$ cat config.mk
export PLATFORM = sky130hd
export DESIGN_NAME = audio_clkdiv
export DESIGN_NICKNAME = d
export VERILOG_FILES = /design/src/rtl/acd_pkg.sv /design/src/rtl/acd_rst_sync.sv /design/src/rtl/acd_ratio_dec.sv /design/src/rtl/acd_chan.sv /design/src/rtl/audio_clkdiv.sv
export SDC_FILE = /design/constraint.sdc
export NUM_CORES = 1
export LEC_CHECK = 0
export ABC_AREA = 1
export BUFFER_PORTS_ARGS = -buffer_cell sky130_fd_sc_hd__buf_2
export CAP_MARGIN = 20
export CELL_PAD_IN_SITES_DETAIL_PLACEMENT = 0
export CELL_PAD_IN_SITES_GLOBAL_PLACEMENT = 1
export CORE_MARGIN = 2
export CORE_UTILIZATION = 49
export DETAILED_ROUTE_END_ITERATION = 10
export PLACE_DENSITY = 0.95
export SYNTH_ARGS = -nofsm -noshare
export SYNTH_HDL_FRONTEND = slang
export SYNTH_SLANG_ARGS = --single-unit
export TNS_END_PERCENT = 30
$ cat constraint.sdc
create_clock -name clk_i -period 4.2 [get_ports clk_i]
set_clock_uncertainty 0.2 [all_clocks]
set_input_delay 0.84 -clock clk_i [delete_from_list [all_inputs] [get_ports clk_i]]
set_output_delay 0.84 -clock clk_i [all_outputs]
set_load 0.005 [all_outputs]
$ cat src/rtl/acd_pkg.sv
package acd_pkg;
  localparam int CODE_W  = 4;
  localparam int RATIO_W = 8;
  localparam int CNT_W   = RATIO_W - 1;
  localparam int NCH     = 2;

  // Nonlinear ratio lookup; code 0 is reserved and returns 0.
  function automatic logic [RATIO_W-1:0] code_ratio(input logic [CODE_W-1:0] c);
    logic [RATIO_W-1:0] r;
    case (c)
      4'd1:    r = 8'd1;
      4'd2:    r = 8'd2;
      4'd3:    r = 8'd4;
      4'd4:    r = 8'd6;
      4'd5:    r = 8'd8;
      4'd6:    r = 8'd12;
      4'd7:    r = 8'd16;
      4'd8:    r = 8'd24;
      4'd9:    r = 8'd32;
      4'd10:   r = 8'd48;
      4'd11:   r = 8'd64;
      4'd12:   r = 8'd96;
      4'd13:   r = 8'd128;
      4'd14:   r = 8'd176;
      4'd15:   r = 8'd192;
      default: r = '0;
    endcase
    return r;
  endfunction
endpackage

$ cat src/rtl/acd_rst_sync.sv
module acd_rst_sync #(
  parameter int STAGES = 2
) (
  input  logic clk_i,
  input  logic rst_ni,
  output logic rst_sync_no
);
  logic [STAGES-1:0] sync_r;

  always_ff @(posedge clk_i or negedge rst_ni) begin
    if (!rst_ni) sync_r <= '0;
    else         sync_r <= {sync_r[STAGES-2:0], 1'b1};
  end

  assign rst_sync_no = sync_r[STAGES-1];
endmodule

$ cat src/rtl/acd_ratio_dec.sv
module acd_ratio_dec
  import acd_pkg::*;
(
  input  logic [CODE_W-1:0] code_i,
  output logic [CNT_W-1:0]  half_o,
  output logic              valid_o,
  output logic              pass_o
);
  logic [RATIO_W-1:0] ratio;

  always_comb begin
    ratio   = code_ratio(code_i);
    half_o  = ratio[RATIO_W-1:1];
    valid_o = (ratio != '0);
    pass_o  = (ratio == RATIO_W'(1));
  end
endmodule

$ cat src/rtl/acd_chan.sv
module acd_chan
  import acd_pkg::*;
(
  input  logic              clk_i,
  input  logic              rst_ni,
  input  logic [CODE_W-1:0] code_i,
  output logic              div_o,
  output logic              bad_o
);
  logic [CODE_W-1:0] act_r, act_n;
  logic [CNT_W-1:0]  cnt_r, cnt_n;
  logic              q_r, q_n;

  logic [CNT_W-1:0]  a_half;
  logic              a_valid, a_pass;
  logic [RATIO_W-1:0] n_ratio;
  logic              n_divided;
  logic              hold, at_limit, rise, fall, load;

  acd_ratio_dec u_dec (
    .code_i (act_r),
    .half_o (a_half),
    .valid_o(a_valid),
    .pass_o (a_pass)
  );

  always_comb begin
    n_ratio   = code_ratio(code_i);
    n_divided = (n_ratio > RATIO_W'(1));
    hold      = !a_valid || a_pass;
    at_limit  = (cnt_r == (a_half - CNT_W'(1)));
    rise      = !hold && at_limit && !q_r;
    fall      = !hold && at_limit && q_r;
    load      = hold || rise;
  end

  // Next state: codes are only adopted at a rising point or while held.
  always_comb begin
    act_n = act_r;
    cnt_n = cnt_r + CNT_W'(1);
    q_n   = q_r;
    if (load) begin
      act_n = code_i;
      cnt_n = '0;
      q_n   = n_divided;
    end else if (fall) begin
      cnt_n = '0;
      q_n   = 1'b0;
    end
  end

  always_ff @(posedge clk_i or negedge rst_ni) begin
    if (!rst_ni) begin
      act_r <= '0;
      cnt_r <= '0;
      q_r   <= 1'b0;
    end else begin
      act_r <= act_n;
      cnt_r <= cnt_n;
      q_r   <= q_n;
    end
  end

  assign div_o = a_pass ? clk_i : q_r;
  assign bad_o = !a_valid;


  hold_code_chk: assert property (@(posedge clk_i) disable iff (!rst_ni)
    (!hold && !rise) |=> $stable(act_r));


  cnt_bound_chk: assert property (@(posedge clk_i) disable iff (!rst_ni)
    !hold |-> (cnt_r < a_half));


  rise_start_chk: assert property (@(posedge clk_i) disable iff (!rst_ni)
    $rose(q_r) |-> (cnt_r == '0));


  idle_low_chk: assert property (@(posedge clk_i) disable iff (!rst_ni)
    !a_valid |-> !q_r);
endmodule

$ cat src/rtl/audio_clkdiv.sv
module audio_clkdiv
  import acd_pkg::*;
(
  input  logic              clk_i,
  input  logic              rst_ni,
  input  logic [CODE_W-1:0] mclk_code_i,
  input  logic [CODE_W-1:0] bclk_code_i,
  input  logic              mclk_oe_i,
  output logic              mclk_o,
  output logic              bclk_o,
  output logic              code_bad_o
);
  localparam int MCH = 0;
  localparam int BCH = 1;

  logic                         rst_sync_n;
  logic [NCH-1:0][CODE_W-1:0]   codes;
  logic [NCH-1:0]               ch_div, ch_bad;

  assign codes[MCH] = mclk_code_i;
  assign codes[BCH] = bclk_code_i;

  acd_rst_sync #(.STAGES(2)) u_rst (
    .clk_i      (clk_i),
    .rst_ni     (rst_ni),
    .rst_sync_no(rst_sync_n)
  );

  for (genvar g = 0; g < NCH; g++) begin : g_ch
    acd_chan u_ch (
      .clk_i (clk_i),
      .rst_ni(rst_sync_n),
      .code_i(codes[g]),
      .div_o (ch_div[g]),
      .bad_o (ch_bad[g])
    );
  end

  assign mclk_o     = ch_div[MCH] & mclk_oe_i;
  assign bclk_o     = ch_div[BCH];
  assign code_bad_o = |ch_bad;


  rst_flag_chk: assert property (@(posedge clk_i)
    !rst_sync_n |-> (code_bad_o && !bclk_o));
endmodule

==> flow_summary.rst, run 1 <==
.. list-table::
   :header-rows: 1

   * - Metric
     - Value
   * - Number of I/O pins
     - 14
   * - Power density over the cells
     - about 180 nW/um^2
   * - Post-route setup TNS
     - 0 ns
   * - Number of cell rows
     - 27
   * - Outcome
     - completed
   * - Area growth syn-to-layout
     - 8.43%
   * - Proportion of layout cells with a drive suffix above 1
     - between 20 and 25%
   * - Starting Density
     - about half
   * - Synth Cell Area
     - 2720 sq um
   * - Remaining global-route overflow
     - 0
   * - Setup violations, final
     - 0
   * - Number of detailed-route iterations in the first pass
     - 5
   * - Number of design rule violations left after detail routing
     - 0
   * - Peak per-stage delay on the critical path
     - ~0.17 ns
   * - Unrepaired setup endpoints after global routing
     - no
   * - Endpoint class of the critical path
     - output port
   * - HPWL Detailed
     - roughly 4500 um
   * - Global-route usage over all layers
     - roughly a fifth
   * - Post-layout power
     - roughly 0.52 mW
   * - Number of antenna-violating nets in the routed design
     - 0
   * - Number of buffers added for setup after CTS
     - 0
   * - Global-route wire length before repair
     - ~9600 um
   * - PostCTS Resize Cnt
     - 0
   * - Clock power share
     - between 40 and 50%
   * - Peak fanout along the critical path
     - 12
   * - Number of warning messages in the yosys log
     - 0
   * - Library cells used by synthesis
     - 31
   * - Worst hold slack
     - between 0.03 and 0.04 ns
   * - Fin. max-slew vios
     - 0
   * - Switching power
     - 0.124 mW
   * - Crit-path slowest cell
     - clkbuf_8
   * - Vias per std cell
     - approximately 5
   * - Critical path's most frequent cell
     - clkbuf_8
   * - Global placement routability congestion
     - approximately 0.83
   * - Measured slew at the worst slew-check pin
     - 0.670 ns
   * - IO Port Bufs
     - 13
   * - Worst-Skew Late Latency
     - 0.39 ns
   * - Kind of critical path
     - clock port to output port
   * - Slew HR
     - a little under three fifths
   * - Clock-pin transition on the worst setup and hold timing paths
     - approximately 0.1 ns
   * - Number of vias in the routed layout
     - 2,349
   * - Comb pwr share
     - under 10%
   * - Wirelength per Cell
     - between 10 and 15 um
   * - Number of nets produced by synthesis
     - around 410
   * - Final hold viol count
     - 0
   * - Data required time of the worst path
     - approximately 3.2 ns
   * - Via count of the first global-routing pass
     - approximately 2.2k
   * - Largest net degree at the start of global routing
     - 25
   * - CTS tree
     - built
   * - Antenna diode instance count
     - 0
   * - Mean Syn Cell Area
     - around 7.3 sq um
   * - Die span in x
     - just under 80 um
   * - Die height
     - 78.5 um
   * - Placed cell area
     - 2830 sq um
   * - Worst Setup SP
     - clk_i
   * - Maximum VDD drop
     - roughly 0.18 mV
   * - Switching power share of the total
     - between 20% and 30%
   * - Number of DRC markers after the initial detailed-route iteration
     - ~120
   * - Post-route core utilization
     - a little over half
   * - Inst Count DP
     - around 460
   * - Crit path setup slack, layout
     - roughly 0.42 ns
   * - Number of antenna violations at the first check in global routing
     - 0
   * - Layout net count
     - roughly 430
   * - Die area
     - roughly 6200 sq um
   * - Area of all placed cells without fillers
     - about 2900 sq um
   * - Int Power
     - between 0.3 and 0.4 mW
   * - Arrival time at the worst endpoint
     - 2.74 ns
   * - Worst hold path type
     - flip-flop to async pin
   * - Sequential area share after synthesis
     - around a quarter
   * - Worst reg2reg path startpoint
     - g_ch[1].u_ch.act_r[0]$_DFFE_PN0P_
   * - Category of the worst setup path launch point
     - clock port
   * - WL final
     - roughly 5500 um
   * - Cell Chain, Critical Path
     - clkbuf_8, clkbuf_8, clkbuf_8, inv_1, a21oi_1, buf_2
   * - Core outline area
     - 5440 sq um
   * - Worst-case setup slack after placement
     - between 0.8 and 0.9 ns
   * - Sequential share of power
     - between 40% and 50%
   * - Static Leakage
     - about 1.6 nW
   * - Post-layout instance count excluding filler cells
     - approximately 460
   * - Number of synthesized register bits
     - 26
   * - Total of max-cap violations
     - 0
   * - Synth Instances
     - roughly 370
==> final timing paths <==
check                                                         end  slack [ns]  cells after the start
min in group clk_i                      u_rst.sync_r[1]$_DFF_PN0_        0.16                      0
worst max register to register  g_ch[1].u_ch.act_r[3]$_DFFE_PN0P_        1.50                     15
max in group asynchronous               u_rst.sync_r[0]$_DFF_PN0_        3.16                      2
worst min-delay path            g_ch[1].u_ch.act_r[1]$_DFFE_PN0P_        0.03                      0
worst min register to register  g_ch[1].u_ch.act_r[1]$_DFFE_PN0P_        0.03                      0
worst max-delay path                                       mclk_o        0.42                      6
==> power by group through the flow <==
stage,logic (mW),clock network (mW),registers [mW]
after floorplan,0.0123,0.00395,0.259
after CTS,0.0230,0.246,0.256
final,0.0265,0.236,0.254
after global placement,0.0214,0.00434,0.261
after detailed placement,0.0223,0.00434,0.261
after global routing,0.0307,0.258,0.254
==> cell families (layout without fill, tap and decap cells) <==
family / Yosys count / count (layout) / synth area share (%)
flip-flops: 26 / 26 / 24.0
AND/OR/NAND/NOR: 239 / 239 / 48.8
XOR/XNOR: 9 / 9 / 2.90
AO/OA/AOI/OAI: 14 / 14 / 3.64
adder cells (fa/ha/maj): 24 / 24 / 11.1
buffers and inverters: 61 / 79 / 9.49
other: 1 / 1 / 0.138
==> layout make-up <==
type                       instances  area, sq um
clock buffer                       8         92.6
clock inverter                     2         11.3
fill                             532         2490
inverter                          56          213
multi-input combinational        287         1810
sequential                        26          651
tap                               72         90.1
timing repair buffer              13         80.1
==> worst max-delay path, delay by kind of cell <==
family | cells | cell delay [ns]
buffers and inverters | 5 | 0.59
AOI/OAI and AO/OA | 1 | 0.05
==> repair_timing <==
item / CTS / global route
hold buffers: 1 / 0
endpoints found under the hold margin: 2 / 0
endpoints found under the setup margin: 0 / 0
==> synthesized netlist by cell type <==
library cell / count / area, sq um
nand2_8: 2 / 40.0
dfrtp_1: 26 / 651
xor2_1: 7 / 61.3
a21oi_1: 3 / 15.0
nand3_2: 11 / 110
xnor2_1: 2 / 17.5
nor4_2: 1 / 12.5
nand3_4: 2 / 35.0
buf_6: 3 / 33.8
nand3b_1: 3 / 22.5
nand2_1: 78 / 293
inv_1: 48 / 180
nand2_4: 11 / 124
conb_1: 1 / 3.75
a311oi_1: 1 / 8.76
a32o_1: 1 / 10.0
o21ai_0: 5 / 25.0
nand3_1: 54 / 270
nor2_2: 8 / 50.1
inv_4: 1 / 6.26
nand2_2: 17 / 106
a21oi_2: 1 / 8.76
ha_1: 24 / 300
a21oi_4: 1 / 16.3
nand4_1: 9 / 56.3
a31oi_1: 1 / 6.26
inv_2: 8 / 30.0
nor2_1: 37 / 139
a32oi_1: 1 / 8.76
buf_4: 1 / 7.51
nor2_4: 6 / 67.6
==> routing by layer <==
metal | routed length [um] | GRT usage, %
met1 | 2480 | 23.5
met2 | 2890 | 36.4
met3 | 125 | 4.02
met4 | 30 | 4.04
met5 | 0 | 0
==> cells in the final DEF (no fill, tap or decap), drive strengths merged <==
master	count
inv	57
dlygate4sd3	1
o21ai	5
clkinvlp	1
a21oi	5
buf	14
xor2	7
nor4	1
nand3b	3
conb	1
xnor2	2
clkbuf	6
nand4	9
dfrtp	26
nand2	108
nor2	51
ha	24
a31oi	1
a32oi	1
a311oi	1
nand3	67
a32o	1
==> registers in the layout (all words and copies together), names as in the netlist <==
signal	flops
g_ch.u_ch.cnt_r	14
u_rst.sync_r	2
g_ch.u_ch.act_r	8
g_ch.u_ch.q_r	2
No activity file was read; power rests on OpenSTA's default activity.
==> inputs of run 2 (changes only) <==
CORE_UTILIZATION = 45   (was 49)
PLACE_DENSITY = 0.9   (was 0.95)
==> run 2 against run 1 <==
Net effect: sequential share of layout area rose by 0.066 points; non-clock buffer count is 1 lower; first-iteration DRC count shrank 27%; via count decreased by 1.4%; routed wire length grew 5.5%; clock-buffer cell count is the same; sequential power is essentially flat; combinational power decreased by 2%; flip-flop and latch count is the same; clock power about the same; largest cell class unchanged; largest power group unchanged; highest routed layer unchanged.
==> flow_summary.rst, run 2 (synthesis gave the netlist of run 1 again) <==
.. list-table::
   :header-rows: 1

   * - Metric
     - Value
   * - Outcome
     - completed
   * - Number of buffers added for setup after CTS
     - 0 (unchanged)
   * - Die area
     - 6670 sq um (+8.4%)
   * - Global placement routability congestion
     - 0.839 (+0.68%)
   * - Vias per std cell
     - 4.97 (-1.9%)
   * - Slack of the worst reg-to-reg path
     - 1.48 ns (-0.02 ns)
   * - Core outline area
     - 5890 sq um (+8.2%)
   * - Endpoint class of the critical path
     - output port
   * - Worst hold slack
     - 0.0223 ns (-0.00948 ns)
   * - Worst hold path type
     - flip-flop to async pin
   * - # hold bufs at CTS
     - 0 (-1)
   * - Int Power
     - 0.390 mW (-0.55%)
   * - Cell Chain, Critical Path
     - clkbuf_8, clkbuf_8, clkbuf_8, inv_1, a21oi_1, buf_2
   * - Starting Density
     - 46.2% (-3.8 points)
   * - Switching power
     - 0.122 mW (-1.4%)
   * - Inst Count DP
     - 458 (+0.66%)
   * - Switching power share of the total
     - 23.9% (-0.16 points)
   * - Remaining global-route overflow
     - 0 (unchanged)
   * - Number of vias in the routed layout
     - 2,315 (-1.4%)
   * - Number of detailed-route iterations in the first pass
     - 4 (-1)
   * - Global-route usage over all layers
     - 19.7% (+0.054 points)
   * - Proportion of layout cells with a drive suffix above 1
     - 23.0% (+0.059 points)
   * - Number of antenna violations at the first check in global routing
     - 0 (unchanged)
   * - WL final
     - 5830 um (+5.5%)
   * - Power density over the cells
     - 175 nW/um^2 (-0.46%)
   * - Fin. max-slew vios
     - 0 (unchanged)
   * - Number of cell rows
     - 28 (+3.7%)
   * - Comb pwr share
     - 5.0% (about the same)
   * - Placed cell area
     - 2830 sq um (+0.13%)
   * - Biggest register
     - g_ch.u_ch.cnt_r
   * - Max FFs per register
     - 14 (unchanged)
   * - Die span in x
     - 81.7 um (+4.1%)
   * - PostCTS Resize Cnt
     - 0 (unchanged)
   * - Layout net count
     - 427 (-0.23%)
   * - Post-route core utilization
     - 49.9% (-4.3 points)
   * - Measured slew at the worst slew-check pin
     - 0.671 ns (+0.000847 ns)
   * - Gate family responsible for the most delay along the worst path
     - buffers and inverters
   * - Final hold viol count
     - 0 (unchanged)
   * - Static Leakage
     - 1.61 nW (-0.26%)
   * - Unrepaired setup endpoints after global routing
     - no
   * - Area growth syn-to-layout
     - 8.11%
   * - Via count of the first global-routing pass
     - 2,316 (+7.0%)
   * - CTS tree
     - built
   * - Area of all placed cells without fillers
     - 2940 sq um (-0.30%)
   * - Setup violations, final
     - 0 (unchanged)
   * - IO Port Bufs
     - 13 (unchanged)
   * - Arrival time at the worst endpoint
     - 2.74 ns (about the same)
   * - Global-route wire length before repair
     - 10,100 um (+5.5%)
   * - Worst-Skew Late Latency
     - 0.38 ns (about the same)
   * - Largest net degree at the start of global routing
     - 25 (unchanged)
   * - Data required time of the worst path
     - 3.16 ns (about the same)
   * - Clock-pin transition on the worst setup and hold timing paths
     - 0.11 ns (about the same)
   * - Kind of critical path
     - clock port to output port
   * - Post-route setup TNS
     - 0 ns (unchanged)
   * - Peak per-stage delay on the critical path
     - 0.17 ns (about the same)
   * - Slew HR
     - 55.3% (-0.056 points)
   * - Category of the worst setup path launch point
     - clock port
   * - Crit path buf inv count
     - 5 (unchanged)
   * - Sequential share of power
     - 49.5% (+0.4 points)
   * - Number of DRC markers after the initial detailed-route iteration
     - 85 (-27%)
   * - Clock power share
     - 45.5% (-0.2 points)
   * - Total of max-cap violations
     - 0 (unchanged)
   * - Post-layout instance count excluding filler cells
     - 466 (+0.43%)
   * - Most common cell after layout, fill and taps aside
     - nand2_1
   * - Critical path's most frequent cell
     - clkbuf_8
   * - Antenna diode instance count
     - 0 (unchanged)
   * - Die height
     - 81.7 um (+4.1%)
   * - Peak fanout along the critical path
     - 13 (+1)
   * - Largest regs
     - g_ch.u_ch.cnt_r x14, g_ch.u_ch.act_r x8
   * - Maximum VDD drop
     - 0.114 mV (-36%)
   * - Crit-path slowest cell
     - clkbuf_8
   * - Top library cells by usage in the layout, fill and taps aside
     - nand2_1, nand3_1, inv_1
   * - Number of design rule violations left after detail routing
     - 0 (unchanged)
   * - Number of antenna-violating nets in the routed design
     - 0 (unchanged)
   * - HPWL Detailed
     - 4730 um (+4.5%)
   * - Number of I/O pins
     - 14 (unchanged)
   * - Wirelength per Cell
     - 12.5 um (+5.1%)
[run 2: changes by cell type in the layout (fill, tap and decap cells not counted)]
cell and change:
clkinvlp_2 +1, dlygate4sd3_1 -1, clkinvlp_4 -1
[run 2: worst reg2reg max path, delay by kind of cell (launching register included)]
kind	cells	cell delay, ns
flops	1	0.52
fa+ha+maj	2	0.47
buf+inv	3	0.31
compound gates	1	0.14
simple gates	10	1.02
[run 2: worst paths after layout]
check	cells past startpoint	endpoint	start
max	6	mclk_o	clk_i
min	0	g_ch[0].u_ch.cnt_r[2]$_DFF_PN0_	u_rst.sync_r[1]$_DFF_PN0_
max reg2reg	16	g_ch[0].u_ch.act_r[2]$_DFFE_PN0P_	g_ch[0].u_ch.act_r[0]$_DFFE_PN0P_
min reg2reg	0	g_ch[0].u_ch.cnt_r[2]$_DFF_PN0_	u_rst.sync_r[1]$_DFF_PN0_
max in group asynchronous	1	g_ch[1].u_ch.act_r[0]$_DFFE_PN0P_	u_rst.sync_r[1]$_DFF_PN0_
min in group clk_i	0	u_rst.sync_r[1]$_DFF_PN0_	u_rst.sync_r[0]$_DFF_PN0_
[run 2: power groups by stage]
stage / Combinational, mW / Sequential (mW) / Clock, mW
2_1_floorplan: 0.0123 / 0.259 / 0.00395
3_3_place_gp: 0.0214 / 0.261 / 0.00434
3_5_place_dp: 0.0222 / 0.261 / 0.00434
4_1_cts: 0.0224 / 0.256 / 0.240
5_1_grt: 0.0305 / 0.254 / 0.254
6_report: 0.0259 / 0.254 / 0.233
[run 2: routing by layer]
layer,global-route usage (%),vias up,wire length (um)
met4,4.17,0,25
met3,4.18,3,118
met1,22.8,1058,2640
met5,0,-,0
met2,37.1,27,3040
li1,-,1227,-
[run 2: final cells by class]
| class | instances | area (sq um) |
|---|---|---|
| timing repair buffer | 12 | 70.1 |
| fill | 622 | 2950 |
| inverter | 56 | 213 |
| clock buffer | 8 | 92.6 |
| multi-input combinational | 287 | 1810 |
| sequential | 26 | 651 |
| clock inverter | 2 | 8.76 |
| tap | 75 | 93.8 |
[run 2: per-stage QoR]
stage	total power [mW]	worst slack, ns
after floorplan	0.276	0.936
after global placement	0.287	0.847
after detailed placement	0.288	0.847
after CTS	0.519	0.410
after global routing	0.539	0.372
final	0.512	0.422
==> inputs of run 3 (changes only) <==
CORE_UTILIZATION = 41   (was 45)
PLACE_DENSITY = 0.86   (was 0.9)
clock period = 3.2 ns   (was 4.2 ns; I/O delays follow)
==> run 3 against run 2 <==
Net effect: hold slack improved by 0.054 ns; routed wire length shrank 2.4%; first-iteration DRC count shrank 7.1%; total power is 34% higher; via count is 0.56% lower; final cell count grew 1.7%; worst setup slack got worse by 0.30 ns; critical path depth unchanged; register-to-register slack worse by 0.92 ns; core utilization shrank 2.6 points; global-route usage fell by 2.5 points; clock power up 35%; critical path type unchanged; highest routed layer unchanged.
==> flow_summary.rst, run 3 (synthesis gave the netlist of run 1 again) <==
.. list-table::
   :header-rows: 1

   * - Metric
     - Value
   * - HPWL Detailed
     - 4720 um (-0.31%)
   * - Worst-case setup slack after placement
     - 0.435 ns (-0.412 ns)
   * - Global-route usage over all layers
     - 17.2% (-2.5 points)
   * - Most Crowded Layer GR
     - met2
   * - Worst hold path type
     - flip-flop to async pin
   * - Wirelength per Cell
     - 12.0 um (-4.1%)
   * - Slack of the worst reg-to-reg path
     - 0.56 ns (-0.92 ns)
   * - Die height
     - 85.4 um (+4.5%)
   * - Crit path setup slack, layout
     - 0.123 ns (-0.299 ns)
   * - Met3 Use GR
     - 3.79% (-0.38 points)
   * - Biggest register
     - g_ch.u_ch.cnt_r
   * - Filler cells
     - 632 (+1.6%)
   * - Critical R2R Capture
     - g_ch[1].u_ch.act_r[3]$_DFFE_PN0P_
   * - Inst Count DP
     - 463 (+1.1%)
   * - Top library cells by usage in the layout, fill and taps aside
     - nand2_1, nand3_1, inv_1
   * - Max FFs per register
     - 14 (unchanged)
   * - CTS tree
     - built
   * - Number of design rule violations left after detail routing
     - 0 (unchanged)
   * - Arrival time at the worst endpoint
     - 2.24 ns (-0.50 ns)
   * - Number of vias in the routed layout
     - 2,302 (-0.56%)
   * - Maximum VDD drop
     - 0.204 mV (+79%)
   * - Via count of the first global-routing pass
     - 2,297 (-0.82%)
   * - Number of detailed-route iterations in the first pass
     - 4 (unchanged)
   * - Slew HR
     - 66.4% (+11 points)
   * - Met1 routing resource usage after global routing
     - 21.2% (-1.6 points)
   * - WL final
     - 5690 um (-2.4%)
   * - Fin. max-slew vios
     - 0 (unchanged)
   * - Antenna diode instance count
     - 0 (unchanged)
   * - Number of I/O pins
     - 14 (unchanged)
   * - Multi-input gate area in the final layout
     - 1820 sq um (+0.62%)
   * - Unrepaired setup endpoints after global routing
     - no
   * - Layout net count
     - 433 (+1.4%)
   * - Static Leakage
     - 1.64 nW (+2.1%)
   * - Kind of critical path
     - clock port to output port
   * - Total of max-cap violations
     - 0 (unchanged)
   * - Number of buffers added for setup after CTS
     - 0 (unchanged)
   * - Proportion of layout cells with a drive suffix above 1
     - 24.2% (+1.2 points)
   * - Worst-Skew Late Latency
     - 0.39 ns (about the same)
   * - Largest regs
     - g_ch.u_ch.cnt_r x14, g_ch.u_ch.act_r x8
   * - Post-route setup TNS
     - 0 ns (unchanged)
   * - Data required time of the worst path
     - 2.36 ns (-0.80 ns)
   * - Vias per std cell
     - 4.86 (-2.2%)
   * - Number of antenna violations at the first check in global routing
     - 0 (unchanged)
   * - Worst reg2reg path startpoint
     - g_ch[1].u_ch.act_r[0]$_DFFE_PN0P_
   * - IO Port Bufs
     - 13 (unchanged)
   * - Number of DRC markers after the initial detailed-route iteration
     - 79 (-7.1%)
   * - Worst Setup SP
     - clk_i
   * - Die span in x
     - 85.4 um (+4.5%)
   * - Peak fanout along the critical path
     - 11 (-2)
   * - GR met2 Demand/Resource
     - 30.7% (-6.4 points)
   * - Outcome
     - completed
   * - Largest net degree at the start of global routing
     - 25 (unchanged)
   * - Number of antenna-violating nets in the routed design
     - 0 (unchanged)
   * - Final hold viol count
     - 0 (unchanged)
   * - Power density over the cells
     - 227 nW/um^2 (+30%)
   * - Area growth syn-to-layout
     - 11.2%
   * - Global-route wire length before repair
     - 10,100 um (unchanged)
   * - Most common cell after layout, fill and taps aside
     - nand2_1
   * - Number of cell rows
     - 29 (+3.6%)
   * - Global placement routability congestion
     - 0.877 (+4.5%)
   * - Post-layout instance count excluding filler cells
     - 474 (+1.7%)
   * - Remaining global-route overflow
     - 0 (unchanged)
   * - Endpoint class of the critical path
     - output port
   * - Length in cells of the worst reg-to-reg path
     - 14 (-2)
   * - Category of the worst setup path launch point
     - clock port
   * - Starting Density
     - 42.5% (-3.6 points)
   * - Die area
     - 7290 sq um (+9.3%)
   * - Sequential Area
     - 653 sq um (+0.38%)
   * - Clock-pin transition on the worst setup and hold timing paths
     - 0.10 ns (about the same)
   * - Measured slew at the worst slew-check pin
     - 0.504 ns (-0.167 ns)
   * - Core outline area
     - 6390 sq um (+8.5%)
   * - Setup violations, final
     - 0 (unchanged)
==> run 3: cell types whose count changed in the layout (fill, tap and decap cells not counted) <==
cell	before	now
buf_4	0	3
dlygate4sd3_1	0	3
dfrtp_1	26	24
dfrtp_2	0	2
buf_16	0	1
buf_8	1	0
clkinvlp_2	1	0
inv_6	0	1
nor2_1	37	36
nor2_2	8	9
nor4_2	1	0
nor4_4	0	1
==> run 3: how the worst max path moves through the flow <==
stage / slack, ns / to
floorplan: 0.64 / bclk_o
global placement: 0.45 / code_bad_o
detailed placement: 0.43 / code_bad_o
CTS: 0.07 / code_bad_o
global route: 0.02 / mclk_o
finish: 0.12 / mclk_o
==> run 3: repair_timing <==
action                                 4_1_cts  5_1_grt
setup endpoints to repair                    1        4
endpoints found under the hold margin        2        2
gates cloned                                 0        0
pin swaps                                    0        0
hold buffers                                 1        2
gates resized for setup                      1        3
==> run 3: where the power goes <==
group | switching (mW) | internal, mW | leakage, nW | total [mW]
Sequential | 0.00113 | 0.330 | 0.268 | 0.331
Combinational | 0.0224 | 0.0180 | 1.31 | 0.0405
Clock | 0.141 | 0.173 | 0.0616 | 0.314
==> run 3: metrics by stage <==
step                instance area [sq um]  hold WS, ns  utilization (%)  power (mW)
finish                               3020       0.0767             47.3       0.685
global route                         3020        0.113             47.3       0.722
CTS                                  2970        0.163             46.5       0.693
detailed placement                   2860        0.138             44.8       0.377
global placement                     2860        0.134             44.8       0.376
floorplan                            2720        0.107                -       0.362
==> run 3: final cells by class <==
type	instances	share of cell area [%]
clock buffers	8	3.06
well taps	77	3.19
multi-input cells	287	60.2
repair buffers	18	4.47
flip-flops and latches	26	21.6
inverters	56	7.04
clock inverters	2	0.414
==> run 3: metal layers <==
layer	up-vias	wire length (um)
li1	1231	-
met1	1040	2570
met2	23	2920
met3	8	151
met4	0	48
met5	-	0
==> run 3: critical path, cell delays in order <==
cell      delay [ns]
clkbuf_8        0.11
clkbuf_8        0.13
clkbuf_8        0.17
inv_1           0.06
a21oi_1         0.05
buf_2           0.12
